## config.mk

```make
export PLATFORM = sky130hd
export DESIGN_NAME = host_window_map
export DESIGN_NICKNAME = d
export VERILOG_FILES = /design/src/rtl/hwm_pkg.sv /design/src/rtl/hwm_decode.sv /design/src/rtl/hwm_hold.sv /design/src/rtl/host_window_map.sv
export SDC_FILE = /design/constraint.sdc
export NUM_CORES = 1
export LEC_CHECK = 0
export ABC_AREA = 1
export BUFFER_PORTS_ARGS = -buffer_cell sky130_fd_sc_hd__buf_4
export CAP_MARGIN = 20
export CORE_UTILIZATION = 35
export DETAILED_ROUTE_END_ITERATION = 6
export GPL_TIMING_DRIVEN = 0
export HOLD_SLACK_MARGIN = 0.05
export PLACE_DENSITY = 0.59
export REMOVE_ABC_BUFFERS = 1
export SYNTH_ARGS = -nofsm -noshare
export SYNTH_HDL_FRONTEND = slang
export SYNTH_SLANG_ARGS = --single-unit
```

## constraint.sdc

```tcl
create_clock -name clk -period 1.2 [get_ports clk]
set_input_delay 0 -clock clk [delete_from_list [all_inputs] [get_ports clk]]
set_output_delay 0 -clock clk [all_outputs]
set_load 0.02 [all_outputs]
```

## src/rtl/hwm_pkg.sv

```systemverilog
package hwm_pkg;
    localparam int ADDR_W = 32;
    localparam int UNIT_W = 16;
    localparam int HI_W   = ADDR_W - UNIT_W;

    typedef enum logic [2:0] {
        DEV_NONE   = 3'd0,
        DEV_SDRAM  = 3'd1,
        DEV_FLASH  = 3'd2,
        DEV_BRAM   = 3'd3,
        DEV_CTRL   = 3'd4,
        DEV_DISK   = 3'd5,
        DEV_FSAVE  = 3'd6
    } dev_e;

    typedef enum logic [1:0] {
        SAVE_NONE  = 2'd0,
        SAVE_SRAM  = 2'd1,
        SAVE_BANK  = 2'd2,
        SAVE_FLASH = 2'd3
    } save_e;

    typedef struct packed {
        logic              bus;
        dev_e              dev;
        logic [ADDR_W-1:0] addr;
        logic              valid;
        logic              wr_ok;
    } xlat_t;

    localparam logic [ADDR_W-1:0] BASE_SAVE   = 32'h03FE_0000;
    localparam logic [ADDR_W-1:0] BASE_LOADER = 32'h03BC_0000;
    localparam logic [ADDR_W-1:0] BASE_BOOT   = 32'h04E0_0000;
    localparam logic [ADDR_W-1:0] BASE_SHADOW = 32'h04FE_0000;
    localparam logic [ADDR_W-1:0] BASE_EXT    = 32'h0400_0000;
    localparam logic [ADDR_W-1:0] BASE_BRAM   = 32'h0500_0000;
endpackage

```

## src/rtl/hwm_decode.sv

```systemverilog
module hwm_decode
    import hwm_pkg::*;
(
    input  logic [ADDR_W-1:0] addr,
    input  logic              is_write,
    input  logic              boot_sel,
    input  logic              shadow_on,
    input  logic              ext_on,
    input  logic [1:0]        save_kind,
    input  logic [1:0]        disk_kind,
    input  logic              regs_on,
    input  logic              rom_wr_on,
    input  logic              flash_rd_reg,
    output xlat_t             res
);
    logic [HI_W-1:0] hi;
    logic            can_wr;

    assign hi = addr[ADDR_W-1:UNIT_W];

    always_comb begin
        res    = '0;
        can_wr = 1'b0;
        if (regs_on && hi == 16'h1FFF) begin
            res.valid = 1'b1; res.bus = 1'b1; res.dev = DEV_CTRL;
            res.addr  = {16'h0, addr[15:0]};
            can_wr    = 1'b1;
        end else if (regs_on && hi == 16'h1FFE) begin
            res.valid = 1'b1; res.dev = DEV_BRAM;
            res.addr  = BASE_BRAM + {16'h0, addr[15:0]};
            can_wr    = 1'b1;
        end else if (regs_on && hi[15:1] == 15'h0FFE) begin
            res.valid = 1'b1; res.dev = DEV_FLASH;
            res.addr  = BASE_SHADOW + {15'h0, addr[16:0]};
        end else if (shadow_on && hi[15:1] == 15'h09FF) begin
            res.valid = 1'b1; res.dev = DEV_FLASH;
            res.addr  = BASE_SHADOW + {15'h0, addr[16:0]};
        end else if (ext_on && hi >= 16'h1400 && hi < 16'h14E0) begin
            res.valid = 1'b1; res.dev = DEV_FLASH;
            res.addr  = BASE_EXT + {8'h0, addr[23:0]};
        end else if (boot_sel && hi >= 16'h1000 && hi < 16'h101E) begin
            res.valid = 1'b1; res.dev = DEV_FLASH;
            res.addr  = BASE_BOOT + {11'h0, addr[20:0]};
        end else if (!boot_sel && hi[15:10] == 6'b000100) begin
            res.valid = 1'b1; res.dev = DEV_SDRAM;
            res.addr  = {6'h0, addr[25:0]};
            can_wr    = rom_wr_on;
        end else if (hi[15:4] == 12'h080) begin
            case (save_e'(save_kind))
                SAVE_SRAM: if (hi[3:1] == 3'b000) begin
                    res.valid = 1'b1; res.dev = DEV_SDRAM;
                    res.addr  = BASE_SAVE + {15'h0, addr[16:0]};
                    can_wr    = 1'b1;
                end
                SAVE_BANK: if (hi[1:0] == 2'b00 && hi[3:2] != 2'b11) begin
                    res.valid = 1'b1; res.dev = DEV_SDRAM;
                    res.addr  = BASE_SAVE + {15'h0, hi[3:2], addr[14:0]};
                    can_wr    = 1'b1;
                end
                SAVE_FLASH: if (hi[3:1] == 3'b000) begin
                    res.valid = 1'b1;
                    can_wr    = 1'b1;
                    if (is_write || flash_rd_reg) begin
                        res.bus  = 1'b1; res.dev = DEV_FSAVE;
                        res.addr = {15'h0, addr[16:0]};
                    end else begin
                        res.dev  = DEV_SDRAM;
                        res.addr = BASE_SAVE + {15'h0, addr[16:0]};
                    end
                end
                default: ;
            endcase
        end else if (disk_kind[0] && hi == 16'h0500) begin
            res.valid = 1'b1; res.bus = 1'b1; res.dev = DEV_DISK;
            res.addr  = {16'h0, addr[15:0]};
            can_wr    = 1'b1;
        end else if (disk_kind[1] && hi[15:6] == 10'h018) begin
            res.valid = 1'b1; res.dev = DEV_SDRAM;
            res.addr  = BASE_LOADER + {10'h0, addr[21:0]};
        end
        res.wr_ok = res.valid && can_wr && is_write;
    end
endmodule

```

## src/rtl/hwm_hold.sv

```systemverilog
module hwm_hold
    import hwm_pkg::*;
(
    input  logic  clk,
    input  logic  rst_n,
    input  logic  strobe,
    input  xlat_t next,
    output xlat_t held
);
    typedef enum logic {S_EMPTY, S_HOLD} state_e;
    state_e state;

    always_ff @(posedge clk) begin
        if (!rst_n) begin
            state <= S_EMPTY;
        end else begin
            unique case (state)
                S_EMPTY: if (strobe) state <= S_HOLD;
                S_HOLD:  state <= S_HOLD;
            endcase
        end
    end

    always_ff @(posedge clk) begin
        if (!rst_n) begin
            held <= '0;
        end else if (strobe) begin
            held <= next;
        end
    end

    a_r1_empty_invalid: assert property (@(posedge clk) disable iff (!rst_n)
        state == S_EMPTY |-> !held.valid && held.addr == '0);

    a_r2_hold_stable: assert property (@(posedge clk) disable iff (!rst_n)
        !strobe |=> $stable(held));

    a_r12_miss_zero: assert property (@(posedge clk) disable iff (!rst_n)
        !held.valid |-> held.addr == '0 && held.dev == DEV_NONE && !held.bus && !held.wr_ok);

    a_r12_wr_needs_hit: assert property (@(posedge clk) disable iff (!rst_n)
        held.wr_ok |-> held.valid);

    a_r11_flash_ro: assert property (@(posedge clk) disable iff (!rst_n)
        held.dev == DEV_FLASH |-> !held.wr_ok && !held.bus);

    a_r9_regbus_dev: assert property (@(posedge clk) disable iff (!rst_n)
        held.bus |-> held.dev == DEV_CTRL || held.dev == DEV_DISK || held.dev == DEV_FSAVE);
endmodule

```

## src/rtl/host_window_map.sv

```systemverilog
module host_window_map
    import hwm_pkg::*;
(
    input  logic              clk,
    input  logic              rst_n,
    input  logic              strobe,
    input  logic [31:0]       start_addr,
    input  logic              is_write,
    input  logic              boot_sel,
    input  logic              shadow_on,
    input  logic              ext_on,
    input  logic [1:0]        save_kind,
    input  logic [1:0]        disk_kind,
    input  logic              regs_on,
    input  logic              rom_wr_on,
    input  logic              flash_rd_reg,
    output logic              bus_reg,
    output logic [2:0]        dev_sel,
    output logic [31:0]       int_addr,
    output logic              hit,
    output logic              wr_ok
);
    xlat_t dec_res;
    xlat_t cur;

    hwm_decode u_dec (
        .addr         (start_addr),
        .is_write     (is_write),
        .boot_sel     (boot_sel),
        .shadow_on    (shadow_on),
        .ext_on       (ext_on),
        .save_kind    (save_kind),
        .disk_kind    (disk_kind),
        .regs_on      (regs_on),
        .rom_wr_on    (rom_wr_on),
        .flash_rd_reg (flash_rd_reg),
        .res          (dec_res)
    );

    hwm_hold u_hold (
        .clk    (clk),
        .rst_n  (rst_n),
        .strobe (strobe),
        .next   (dec_res),
        .held   (cur)
    );

    assign bus_reg  = cur.bus;
    assign dev_sel  = cur.dev;
    assign int_addr = cur.addr;
    assign hit      = cur.valid;
    assign wr_ok    = cur.wr_ok;
endmodule

```

==> results of run 1 <==
## where the power goes
group / total, uW / internal, uW / leakage [uW] / switching [uW]
sequential: 1100 / 1100 / 0.000266 / 2.81
combinational: 507 / 223 / 0.00124 / 284
clock: 796 / 412 / 0.0000395 / 384
## kinds of logic after synthesis
family	share of synthesized area
and+or+nand+nor	0.452
DFF	0.287
other	0.00163
adders and majority gates	0.0163
buffers and inverters	0.101
AOI/OAI and AO/OA	0.134
xor gates and xnor gates	0.00761
## layout by cell type, fill, tap and decap left out, drive strengths merged, types with 10 or more instances in the layout
cell         synthesis  routed
nand3               39      39
buf                 10      86
o21ai               13      13
dfxtp               33      33
nand4               10      10
nor2                35      35
inv                 33      32
dlygate4sd3          0      18
nand2              109     109
a21oi               39      39
## worst min path at each step
stage,start,endpoint,depth (start not counted)
final,strobe,u_hold.held[11],3
after detailed placement,rst_n,u_hold.held[27],3
after CTS,strobe,u_hold.held[11],3
after global routing,strobe,u_hold.held[11],3
after global placement,start_addr[9],u_hold.held[11],3
after floorplan,strobe,u_hold.held[27],1
## synth_stat cells, drive strengths merged
master,n
a21oi,39
and2b,1
buf,10
clkbuf,6
clkinv,1
conb,1
dfxtp,33
ha,3
inv,33
nand2,109
nand3,39
nand3b,2
nand4,10
nor2,35
nor3,9
nor4,3
o211ai,2
o21ai,13
xnor2,1
xor2,1
## worst register-to-register path, delay by kind of cell (launching register included)
kind	cells	cell delay (ns)
flops	1	0.35
compound gates	1	0.17
simple gates	1	0.08
## repair_timing
| action | in CTS | in global routing |
|---|---|---|
| gates cloned | 1 | 1 |
| hold endpoints to repair | 18 | 0 |
| resized for setup | 8 | 29 |
| hold buffers | 18 | 0 |
| setup buffers | 2 | 5 |
| pin swaps | 3 | 15 |
| endpoints found under the setup margin | 23 | 27 |
## area by class of cell
type / count / area (um^2) / share of cell area
clock buffer: 8 / 80.1 / 0.0235
inverter: 34 / 136 / 0.0400
multi-input combinational: 272 / 1530 / 0.447
sequential: 33 / 661 / 0.194
tap: 77 / 96.3 / 0.0283
timing repair buffer: 105 / 906 / 0.266
timing repair inverter: 1 / 5.00 / 0.00147
## per-layer routing
layer	track usage	vias up	wire [um]
met1	0.274	1238	3420
li1	-	1351	-
met4	0.0282	0	19
met3	0.0288	2	365
met5	0	-	0
met2	0.332	79	3430
## metrics by stage
| step | hold slack, ns | worst slack, ns | cells | setup TNS, ns |
|---|---|---|---|---|
| 6_report | 0.0975 | 0.0525 | 530 | 0 |
| 5_1_grt | 0.101 | -0.0119 | 530 | -0.0139 |
| 3_5_place_dp | 0.272 | -0.544 | 494 | -12.44 |
| 2_1_floorplan | 0.0935 | -0.0542 | 339 | -0.653 |
| 3_3_place_gp | 0.272 | -0.542 | 494 | -12.11 |
| 4_1_cts | 0.0940 | 0.00122 | 523 | 0 |
==> impl_metrics.py, run 1 <==
metrics = {
    "status": {
        "status": "finished, final reports clean",
    },
    "timing": {
        "layout_min_cycle_time_ns": 1.15,
        "finalHoldViolations": 0,
        "min_period_over_period": 0.956,
        "finClkSkew_ns": 0,
        "slew_viol_final": 0,
        "setup_violations": 0,
        "tightest_slew_ns": 0.658,
        "relSlewSlack": 0.559,
        "max_freq_ghz": 0.871,
    },
    "critical_path": {
        "crit_start": "start_addr[19]",
        "start_kind": "input port",
        "rr_worst_depth": 2,
        "path_cells": "buf_8 > ha_4 > nand2_2 > nor2_2 > nor2_1 > nand3_2 > nand2_4 > nor2_4 > nand4_4 > clkbuf_16 > nand2_2 > a21oi_1",
        "path_max_fanout": 8,
        "endpoint": "u_hold.held[1]",
        "max_stage_delay_ns": 0.21,
        "crit_top_cell": "nand2_2",
        "crit_arrival_ns": 1.30,
        "worstPathRequired_ns": 1.35,
        "path_delay_family": "simple AND/OR/NAND/NOR gates",
        "cpMaxStageDelayCell": "clkbuf_16",
        "rrSetupSlack_ns": 0.54,
        "rr_startpoint": "u_hold.held[16]",
        "end_kind": "register",
        "path_buf_inv": 2,
        "crit_cells": 12,
        "critPathKind": "in -> reg",
        "rr_endpoint": "u_hold.held[16]",
    },
    "grt": {
        "grt_antenna_before_repair": 0,
        "grt_use_total": 0.198,
        "grt_max_degree": 34,
        "grt_pass1_vias": 2349,
        "grt_first_pass_wirelength_um": 11300,
        "gr-total-overflow": 0,
    },
    "cells_and_area": {
        "utilization": 0.537,
        "fin_nets": 501,
        "areaGrowthSynthToFinish_pct": 48.2,
        "fin_area_um2": 3410,
        "fill_cells": 648,
        "largest_reg_flops": 33,
        "top_regs": "u_hold.held x33",
        "drive_gt1_frac": 0.358,
        "top_register": "u_hold.held",
        "antennaDiodeCount": 0,
    },
    "floorplan": {
        "dieHeight_um": 83.1,
        "die_area_um2": 6900,
        "pin_count": 84,
        "core_area_um2": 6350,
        "rows": 29,
        "fp.dieW_um": 83.1,
        "initial_core_util": 0.362,
    },
    "detailed_routing": {
        "drt-initial-drc-count": 181,
        "via_per_inst": 5.04,
        "ant_nets": 0,
        "drt_pre_antenna_iters": 4,
        "wl_per_cell_um": 13.6,
        "finalWirelength_um": 7230,
        "via_count": 2670,
        "drc_errors": 0,
    },
    "clock_tree": {
        "cts-root-buf": "clkbuf_8",
        "clk_path_buf_depth": 2,
        "clk_latency_ns": 0.27,
        "htree_levels": 2,
        "clock-sinks": 33,
        "cts_inserted_buffers": 5,
        "cts_tree": "done",
        "clk_pin_slew_ns": 0.07,
    },
    "power": {
        "ir_worst_vdd_uv": 779,
        "leakage_uw": 0.00155,
        "total_power_uw": 2410,
        "power.density_nw_per_um2": 706,
    },
    "yosys": {
        "avgSynthCellArea_um2": 6.56,
        "syn_area_um2": 2300,
        "synth.yosys.warnings": 0,
        "netlist.area_leader.share": 0.287,
        "synth_area_leaders": "dfxtp_1, nand2_1, a21oi_1",
        "yosysUniqueCellTypes": 32,
        "syn_inst": 351,
        "yosysTopAreaCell": "dfxtp_1",
        "yosys_register_bits": 33,
        "ys_seq_area_frac": 0.287,
    },
    "placement": {
        "io_buffers": 78,
        "place.gp.congestion": 0.908,
        "dpl_cell_area_um2": 2890,
        "dp_hpwl_um": 4940,
    },
    "run": {
        "maxCapViolations": 0,
    },
    "min_path": {
        "hp-class": "in -> reg",
    },
}
Note: power is estimated with default switching activity, not from simulation.
==> inputs of run 2 (changes only) <==
--- a/config.mk
+++ b/config.mk
@@ -12,8 +12,9 @@
 export DETAILED_ROUTE_END_ITERATION = 6
 export GPL_TIMING_DRIVEN = 0
 export HOLD_SLACK_MARGIN = 0.05
-export PLACE_DENSITY = 0.59
+export PLACE_DENSITY = 0.57
 export REMOVE_ABC_BUFFERS = 1
 export SYNTH_ARGS = -nofsm -noshare
 export SYNTH_HDL_FRONTEND = slang
+export SYNTH_HIERARCHICAL = 1
 export SYNTH_SLANG_ARGS = --single-unit
==> run 2 against run 1 <==
  * The flow now finishes with violations (negative setup slack)
  * Critical path type unchanged
  * Final area grew 21%
  * Final cell count grew 30%
  * Highest routed layer unchanged
  * Wire length grew 12%
  * First-iteration DRC count shrank 5.5%
  * Critical path depth grew 2
  * Non-clock buffer count grew 4
  * Sequential share of layout area shrank 0.99 points
  * Via count grew 20%
  * Maximum frequency shrank 5.5%
==> impl_metrics.py, run 2 <==
metrics = {
    "clock_tree": {
        "htree_levels": 2,
        "clk_pin_slew_ns": 0.08,
        "cts-root-buf": "clkbuf_8",
        "clk_path_buf_depth": 2,
        "clock-sinks": 38,
        "cts_tree": "done",
        "cts_inserted_buffers": 5,
        "clk_latency_ns": 0.28,
    },
    "yosys": {
        "synth_area_leaders": "dfxtp_1, nand2_1, nor2_1",
        "synth_edf_count": 0,
        "syn_inst": 487,
        "synth_ff_type": "dfxtp_1",
        "yosysMostFrequentCell": "nand2_1",
        "syn_area_um2": 2780,
        "yosysUniqueCellTypes": 29,
        "yosys_register_bits": 38,
        "netlist.area_leader.share": 0.273,
        "yosysTopAreaCell": "dfxtp_1",
        "synth_commonest_cells": "nand2_1, nor2_1, inv_1",
        "synth.yosys.warnings": 6,
        "avgSynthCellArea_um2": 5.72,
        "synth-async-reset-ratio": 0,
        "ys_seq_area_frac": 0.273,
    },
    "power": {
        "p_int_uw": 2500,
        "seqPwrFrac": 0.395,
        "clkPwrFrac": 0.376,
        "p_comb_frac": 0.229,
        "p_sw_frac": 0.276,
        "power.density_nw_per_um2": 833,
        "ir_worst_vdd_uv": 769,
        "netSwitchingPower_uw": 950,
        "leakage_uw": 0.00209,
    },
    "critical_path": {
        "crit_arrival_ns": 1.44,
        "critPathKind": "in -> reg",
        "end_kind": "register",
        "worstPathRequired_ns": 1.43,
        "path_max_fanout": 7,
        "start_kind": "input port",
    },
    "floorplan": {
        "rows": 32,
        "pin_count": 84,
        "fp.dieW_um": 91.2,
        "initial_core_util": 0.360,
        "core_area_um2": 7730,
        "dieHeight_um": 91.2,
        "die_area_um2": 8310,
    },
    "grt": {
        "grt_first_pass_wirelength_um": 13200,
        "grt_pass1_vias": 2920,
        "grt_antenna_before_repair": 0,
        "grt_max_degree": 77,
        "grt_use_total": 0.195,
        "gr-total-overflow": 0,
    },
    "detailed_routing": {
        "wl_per_cell_um": 11.7,
        "drt-initial-drc-count": 171,
        "via_count": 3210,
        "drc_errors": 0,
        "finalWirelength_um": 8070,
        "ant_nets": 0,
        "drt_pre_antenna_iters": 4,
        "via_per_inst": 4.66,
    },
    "cells_and_area": {
        "top_register": "u_hold/held",
        "final_cell_mix": "nand2_1, buf_4, nor2_1",
        "largest_reg_flops": 38,
        "fin_nets": 635,
        "antennaDiodeCount": 0,
        "final_common_cell": "nand2_1",
        "drive_gt1_frac": 0.356,
        "top_regs": "u_hold/held x38",
        "areaGrowthSynthToFinish_pct": 48.6,
    },
    "timing": {
        "min_period_over_period": 1.01,
        "tightest_slew_ns": 0.712,
        "finClkSkew_ns": 0,
        "slew_viol_final": 0,
        "setup_slack_ns": -0.0143,
        "setup_tns_ns": -0.0264,
        "finalHoldViolations": 0,
        "relSlewSlack": 0.525,
        "rsz0062_at_grt": "true",
        "layout_min_cycle_time_ns": 1.21,
        "max_freq_ghz": 0.824,
        "setup_violations": 4,
    },
    "placement": {
        "place.gp.congestion": 0.884,
        "io_buffers": 83,
        "dp_hpwl_um": 5680,
        "pre_cts_slack_ns": -0.945,
    },
    "status": {
        "status": "complete, but fails checks",
        "violations": "negative setup slack",
    },
    "min_path": {
        "hp-class": "in -> reg",
    },
    "run": {
        "maxCapViolations": 0,
    },
}
-- run 2: cells by family after synthesis --
family | after synthesis | share of synthesized area
other | 1 | 0.00135
AOI/OAI and AO/OA | 26 | 0.0733
xor gates and xnor gates | 2 | 0.00629
and+or+nand+nor | 324 | 0.486
buffers and inverters | 93 | 0.146
DFF | 38 | 0.273
adders and majority gates | 3 | 0.0135
-- run 2: critical path: stages --
cell and delay [ns]:
buf_6 0.12, inv_2 0.10, ha_1 0.15, nand2_1 0.07, nor2_2 0.15, nand3_1 0.13, nand3_2 0.11, nor2_4 0.06
buf_4 0.15, a21boi_0 0.16, inv_1 0.05, nand2_1 0.05, nand2_1 0.05, nor2_1 0.08
-- run 2: stage by stage --
stage	cells	util	instance area [um^2]	hold WS (ns)	power (uW)
after floorplan	470	-	2660	0.120	1720
after global placement	655	0.442	3410	0.416	2070
after detailed placement	655	0.442	3410	0.423	2080
after CTS	679	0.493	3810	0.110	3420
after global routing	689	0.535	4140	0.133	3630
final	689	0.535	4140	0.115	3450
-- run 2: routing by layer --
| metal | GRT usage | up-vias | part of all wire |
|---|---|---|---|
| met5 | 0 | - | 0 |
| met4 | 0.0397 | 0 | 0.0089 |
| met3 | 0.0377 | 8 | 0.050 |
| met2 | 0.338 | 78 | 0.48 |
| met1 | 0.250 | 1462 | 0.46 |
| li1 | - | 1662 | - |
-- run 2: final timing paths --
kind                                 startpoint               to  slack, ns  cells past startpoint
worst min register to register  u_hold/held[36]  u_hold/held[36]       0.47                      2
worst min-delay path             start_addr[15]  u_hold/held[17]       0.12                      7
worst max register to register  u_hold/held[12]  u_hold/held[12]       0.63                      2
worst max-delay path             start_addr[18]   u_hold/held[4]      -0.01                     14
-- run 2: area by class of cell --
cell class / instances / area (um^2)
inverters: 72 / 273
multi-input cells: 360 / 1960
well taps: 102 / 128
repair buffers: 109 / 873
clock buffers: 5 / 68.8
clock inverters: 3 / 68.8
flip-flops and latches: 38 / 761
fillers: 794 / 3590
-- run 2: what timing repair did --
action,in CTS,in global routing
endpoints found under the setup margin,28,31
hold buffers,0,0
gates resized for setup,30,75
pin swaps,13,34
buffers inserted,16,12
-- run 2: power by group through the flow --
stage / sequential [uW] / clock (uW) / combinational, uW
final: 1360 / 1300 / 790
after global routing: 1370 / 1390 / 871
after CTS: 1360 / 1340 / 718
after detailed placement: 1390 / 0 / 685
after global placement: 1390 / 0 / 681
after floorplan: 1470 / 0 / 246
